### src/rtl/mdio_access_engine.sv
module mdio_access_engine #(
  parameter int DIV_W = 8
) (
  input  logic             clk,
  input  logic             rst_n,
  input  logic             en,
  input  logic             wr_en,
  input  logic [31:0]      wdata,
  output logic [31:0]      rdata,
  input  logic [DIV_W-1:0] mdc_half,
  output logic             busy,
  output logic             done,
  output logic             mdc,
  output logic             mdio_o,
  output logic             mdio_oe,
  input  logic             mdio_i
);
  localparam int FRAME   = 64;
  localparam int TA_BIT  = 46;
  localparam int ACK_BIT = TA_BIT + 1;
  localparam int DAT_BIT = TA_BIT + 2;
  localparam int CW      = $clog2(FRAME);

  logic             go, wsel, ack, active;
  logic [4:0]       regad, phyad;
  logic [15:0]      data;
  logic [CW-1:0]    bitn;
  logic [FRAME-1:0] sh;
  logic [DIV_W-1:0] cnt, lim;
  logic             tick, fall, rise;

  assign lim  = (mdc_half == '0) ? '0 : mdc_half - DIV_W'(1);
  assign tick = (cnt >= lim);
  assign fall = tick & mdc;
  assign rise = tick & ~mdc;

  always_ff @(posedge clk or negedge rst_n)
    if (!rst_n) begin
      cnt <= '0;
      mdc <= 1'b0;
    end else if (tick) begin
      cnt <= '0;
      mdc <= ~mdc;
    end else begin
      cnt <= cnt + DIV_W'(1);
    end

  always_ff @(posedge clk or negedge rst_n)
    if (!rst_n) begin
      go <= 1'b0; wsel <= 1'b0; ack <= 1'b0; active <= 1'b0;
      regad <= '0; phyad <= '0; data <= '0;
      bitn <= '0; sh <= '0; mdio_oe <= 1'b0; done <= 1'b0;
    end else begin
      done <= 1'b0;
      if (wr_en && !go) begin
        go    <= wdata[31] & en;
        wsel  <= wdata[30];
        regad <= wdata[25:21];
        phyad <= wdata[20:16];
        data  <= wdata[15:0];
      end
      if (fall) begin
        if (!active && go) begin
          active  <= 1'b1;
          bitn    <= '0;
          sh      <= {32'hFFFF_FFFF, 2'b01, wsel ? 2'b01 : 2'b10, phyad, regad, 2'b10, data};
          mdio_oe <= 1'b1;
          ack     <= 1'b0;
        end else if (active) begin
          if (bitn == CW'(FRAME - 1)) begin
            active  <= 1'b0;
            mdio_oe <= 1'b0;
            go      <= 1'b0;
            done    <= 1'b1;
          end else begin
            bitn <= bitn + CW'(1);
            sh   <= {sh[FRAME-2:0], 1'b1};
            if (!wsel && bitn == CW'(TA_BIT - 1)) mdio_oe <= 1'b0;
          end
        end
      end
      if (rise && active && !wsel) begin
        if (bitn == CW'(ACK_BIT)) ack <= ~mdio_i;
        else if (bitn >= CW'(DAT_BIT)) data <= {data[14:0], mdio_i};
      end
    end

  assign mdio_o = sh[FRAME-1];
  assign busy   = go;
  assign rdata  = {go, wsel, ack, 3'b000, regad, phyad, data};

  p_go_needs_en_r2: assert property (@(posedge clk) disable iff (!rst_n)
    $rose(go) |-> $past(en) && $past(wr_en));
  p_done_clears_go_r3: assert property (@(posedge clk) disable iff (!rst_n)
    done |-> !go && $past(go));
  p_write_blocked_r4: assert property (@(posedge clk) disable iff (!rst_n)
    go && wr_en |=> phyad == $past(phyad) && regad == $past(regad) && wsel == $past(wsel));
  p_read_release_r6: assert property (@(posedge clk) disable iff (!rst_n)
    mdio_oe && active && !wsel |-> bitn < CW'(TA_BIT));
  p_mdio_on_fall_r8: assert property (@(posedge clk) disable iff (!rst_n)
    !$stable(mdio_o) |-> $fell(mdc));
  p_released_idle_r9: assert property (@(posedge clk) disable iff (!rst_n)
    !go |-> !mdio_oe);
endmodule

### config.mk
export PLATFORM = sky130hd
export DESIGN_NAME = mdio_access_engine
export DESIGN_NICKNAME = d
export VERILOG_FILES = /design/src/rtl/mdio_access_engine.sv
export SDC_FILE = /design/constraint.sdc
export NUM_CORES = 1
export LEC_CHECK = 0
export BUFFER_PORTS_ARGS = -buffer_cell sky130_fd_sc_hd__buf_2
export CAP_MARGIN = 20
export CORE_ASPECT_RATIO = 0.7
export CORE_MARGIN = 1
export CORE_UTILIZATION = 55
export CTS_BUF_LIST = sky130_fd_sc_hd__clkbuf_8
export DETAILED_ROUTE_END_ITERATION = 7
export PLACE_DENSITY = 0.8
export SLEW_MARGIN = 10
export SYNTH_ARGS = -nofsm -noshare
export SYNTH_HDL_FRONTEND = slang
export SYNTH_SLANG_ARGS = --single-unit
### constraint.sdc
create_clock -name clk -period 3.4 [get_ports clk]
set_input_delay 1.02 -clock clk [delete_from_list [all_inputs] [get_ports clk]]
set_output_delay 1.02 -clock clk [all_outputs]
set_load 0.02 [all_outputs]
==> results.json <==
{
  "cts_tree": "done",
  "fin_cells": 737,
  "clk_path_buf_depth": 2,
  "cp-end-kind": "flip-flop",
  "gr-total-overflow": 0,
  "dr.pass1.iters": 4,
  "root_buffer": "clkbuf_8",
  "routed_wl_um": 11900,
  "numCtsBuffers": 9,
  "period_needed_ns": 3.56,
  "whs_path_depth": 1,
  "cts.sink_count": 111,
  "criticalPathCategory": "input pin to flip-flop",
  "final.period_utilization": 1.05,
  "ys_ff_latch": 111,
  "p_leak_nw": 3.28,
  "pin_count": 82,
  "ir_drop_mv": 0.389,
  "synth-edff-count": 0,
  "dp_slack_ns": -0.545,
  "cap_violations": 0,
  "fp.dieW_um": 122,
  "wl_per_cell_um": 16.1,
  "layout_setup_ws_ns": -0.164,
  "grt_use_total": 0.236,
  "crit_chain": "buf_12 -> inv_12 -> ha_4 -> nor2b_4 -> nand3b_1 -> or3_4 -> and2_4 -> ha_4 -> nand2b_4 -> a2111o_1 -> a31o_1 -> and3_4 -> clkbuf_16 -> mux2_4",
  "seq_area_sq_um": 2780,
  "slew_headroom": 0.340,
  "yosysUniqueCellTypes": 43,
  "dieArea_sq_um": 10500,
  "critPathLaunchType": "input pin",
  "drc_errors": 0,
  "hold_class": "flip-flop to flip-flop",
  "syn_inst": 511,
  "reg2reg_to": "sh[51]",
  "crit_fanout": 11,
  "setup_violations": 81,
  "syn_avg_cell_area_sq_um": 10.9,
  "clkSlewWorstSetupHoldPaths_ns": 0.10,
  "cp.arrival_ns": 3.85,
  "synth_seq_area_share": 0.500,
  "rsz0062_at_grt": "yes",
  "mostFrequentLayoutCells": "dfrtp_1, nand2_1, buf_2, mux2_2, nor2_1",
  "synth_area_sq_um": 5550,
  "nets": 662,
  "finalHoldViolCount": 0,
  "grt_pass1_wl_um": 19000,
  "fin_skew_ns": 0.0124,
  "synthArstFlopShare": 1.00,
  "r2r_setup_slack_ns": 0.92,
  "r2r-start": "cnt[0]",
  "crit_path_top_delay_cell": "or3_4",
  "worstMarginPinSlew_ns": 0.991,
  "initial_core_util": 0.569,
  "antenna_found_initial": 0,
  "status": "finished, violations left",
  "cellPowerDensity_nw_per_um2": 775,
  "min_from": "sh[20]",
  "rr_worst_depth": 8,
  "cts_max_level": 3,
  "layout-drive-gt1-share": 0.384,
  "ys.flop_type": "dfrtp_1",
  "grt_pass1_vias": 3915,
  "fmax_ghz": 0.281,
  "cp_common_cell": "ha_4",
  "drtIter0Drc": 389,
  "violations": "setup timing",
  "area_delta_synth_final_pct": 21.6,
  "port_buffers": 74,
  "clkLatencyLatePin_ns": 0.39,
  "via_per_inst": 5.40,
  "grt_max_degree": 63,
  "dpl.hpwl_um": 7370,
  "n_antenna_cell": 0,
  "core_sq_um": 9760,
  "multi_input_area_sq_um": 2640,
  "min_to": "sh[20]",
  "required_ns": 3.68,
  "fill_cells": 726,
  "rows": 30,
  "mostFrequentLayoutCell": "dfrtp_1",
  "yosysWarnings": 0,
  "drv_slew": 0,
  "fin_total_pwr_w": 0.00523,
  "dp_cells": 705,
  "place_congestion": 0.758,
  "max_stage_delay_ns": 0.39,
  "utilization": 0.692,
  "ant_nets": 0,
  "dr_total_vias": 3979,
  "die-height_um": 86.1
}
sequential cells by signal, indices dropped and copies added (netlist names):
signal,count
ack,1
active,1
bitn,6
busy,1
cnt,8
data,16
done,1
mdc,1
mdio_oe,1
phyad,5
regad,5
sh,64
wsel,1
cell type report:
cell class	instances	area share
flip-flops and latches	111	0.411
multi-input cells	345	0.390
repair buffers	114	0.128
well taps	128	0.0237
clock buffers	11	0.0224
inverters	24	0.0163
clock inverters	4	0.00796
Yosys cell counts, drive strengths merged, types with 2 or more instances:
library cell  instances  area [sq um]
nor2b                 8          50.1
a21oi                 6          30.0
mux2i                19           190
xor2                  7          61.3
buf                  16           126
xnor2                 2          17.5
a31oi                 3          18.8
inv                  24          90.1
clkbuf               17          63.8
nand2               108           405
dfrtp               111          2780
nor3                  2          10.0
nand3                 8          40.0
nor2                 38           143
and2                  5          31.3
o21ai                 7          35.0
nand2b                4          25.0
and3                  3          18.8
and4                  2          17.5
ha                   12           150
mux2                 90          1090
worst max path at each step:
stage | from | end | depth (start not counted)
CTS | mdc_half[1] | sh[41] | 14
detailed placement | mdc_half[1] | sh[41] | 14
floorplan | mdc_half[1] | bitn[0] | 16
global route | mdc_half[1] | sh[47] | 14
finish | mdc_half[1] | sh[51] | 14
global placement | mdc_half[1] | data[4] | 14
routing by layer:
| layer | up-vias | global-route usage | share of wire |
|---|---|---|---|
| li1 | 1875 | - | - |
| met1 | 1961 | 0.313 | 0.44 |
| met5 | - | 0 | 0 |
| met2 | 120 | 0.378 | 0.49 |
| met4 | 0 | 0.0687 | 0.020 |
| met3 | 23 | 0.0658 | 0.053 |
timing repair:
| action | CTS | global route |
|---|---|---|
| endpoints found under the setup margin | 72 | 85 |
| hold buffers | 0 | 0 |
| pin swaps | 0 | 3 |
| gates cloned | 2 | 3 |
| setup buffers | 4 | 9 |
| gates resized for setup | 11 | 15 |
cells by family (layout without fill, tap and decap cells):
| logic type | after synthesis | in the layout | synth area share |
|---|---|---|---|
| compound gates | 27 | 27 | 0.0336 |
| xor+xnor | 9 | 9 | 0.0142 |
| fa+ha+maj | 12 | 12 | 0.0270 |
| buf+inv | 57 | 153 | 0.0505 |
| flops | 111 | 111 | 0.500 |
| mux | 109 | 109 | 0.231 |
| other cells | 1 | 3 | 0.000675 |
| simple gates | 185 | 185 | 0.143 |
report_power, final:
| part | leakage [nW] | total, W | switching, W | internal, W |
|---|---|---|---|---|
| clock network | 0.0980 | 0.000825 | 0.000445 | 0.000380 |
| registers | 1.28 | 0.00224 | 0.000396 | 0.00184 |
| logic | 1.89 | 0.00217 | 0.00110 | 0.00108 |
through the flow:
step / area [sq um] / hold WS (ns) / TNS (ns)
2_1_floorplan: 5700 / 0.470 / -34.30
4_1_cts: 6580 / 0.520 / -2.02
5_1_grt: 6760 / 0.539 / -13.32
3_5_place_dp: 6260 / 0.493 / -44.08
6_report: 6760 / 0.515 / -8.49
3_3_place_gp: 6260 / 0.481 / -37.09
worst max-delay path, delay by kind of cell:
family	cells	cell delay (ns)
fa+ha+maj	2	0.32
simple gates	6	1.23
compound gates	2	0.62
buf+inv	3	0.35
mux	1	0.30
No activity file was read; power rests on OpenSTA's default activity.
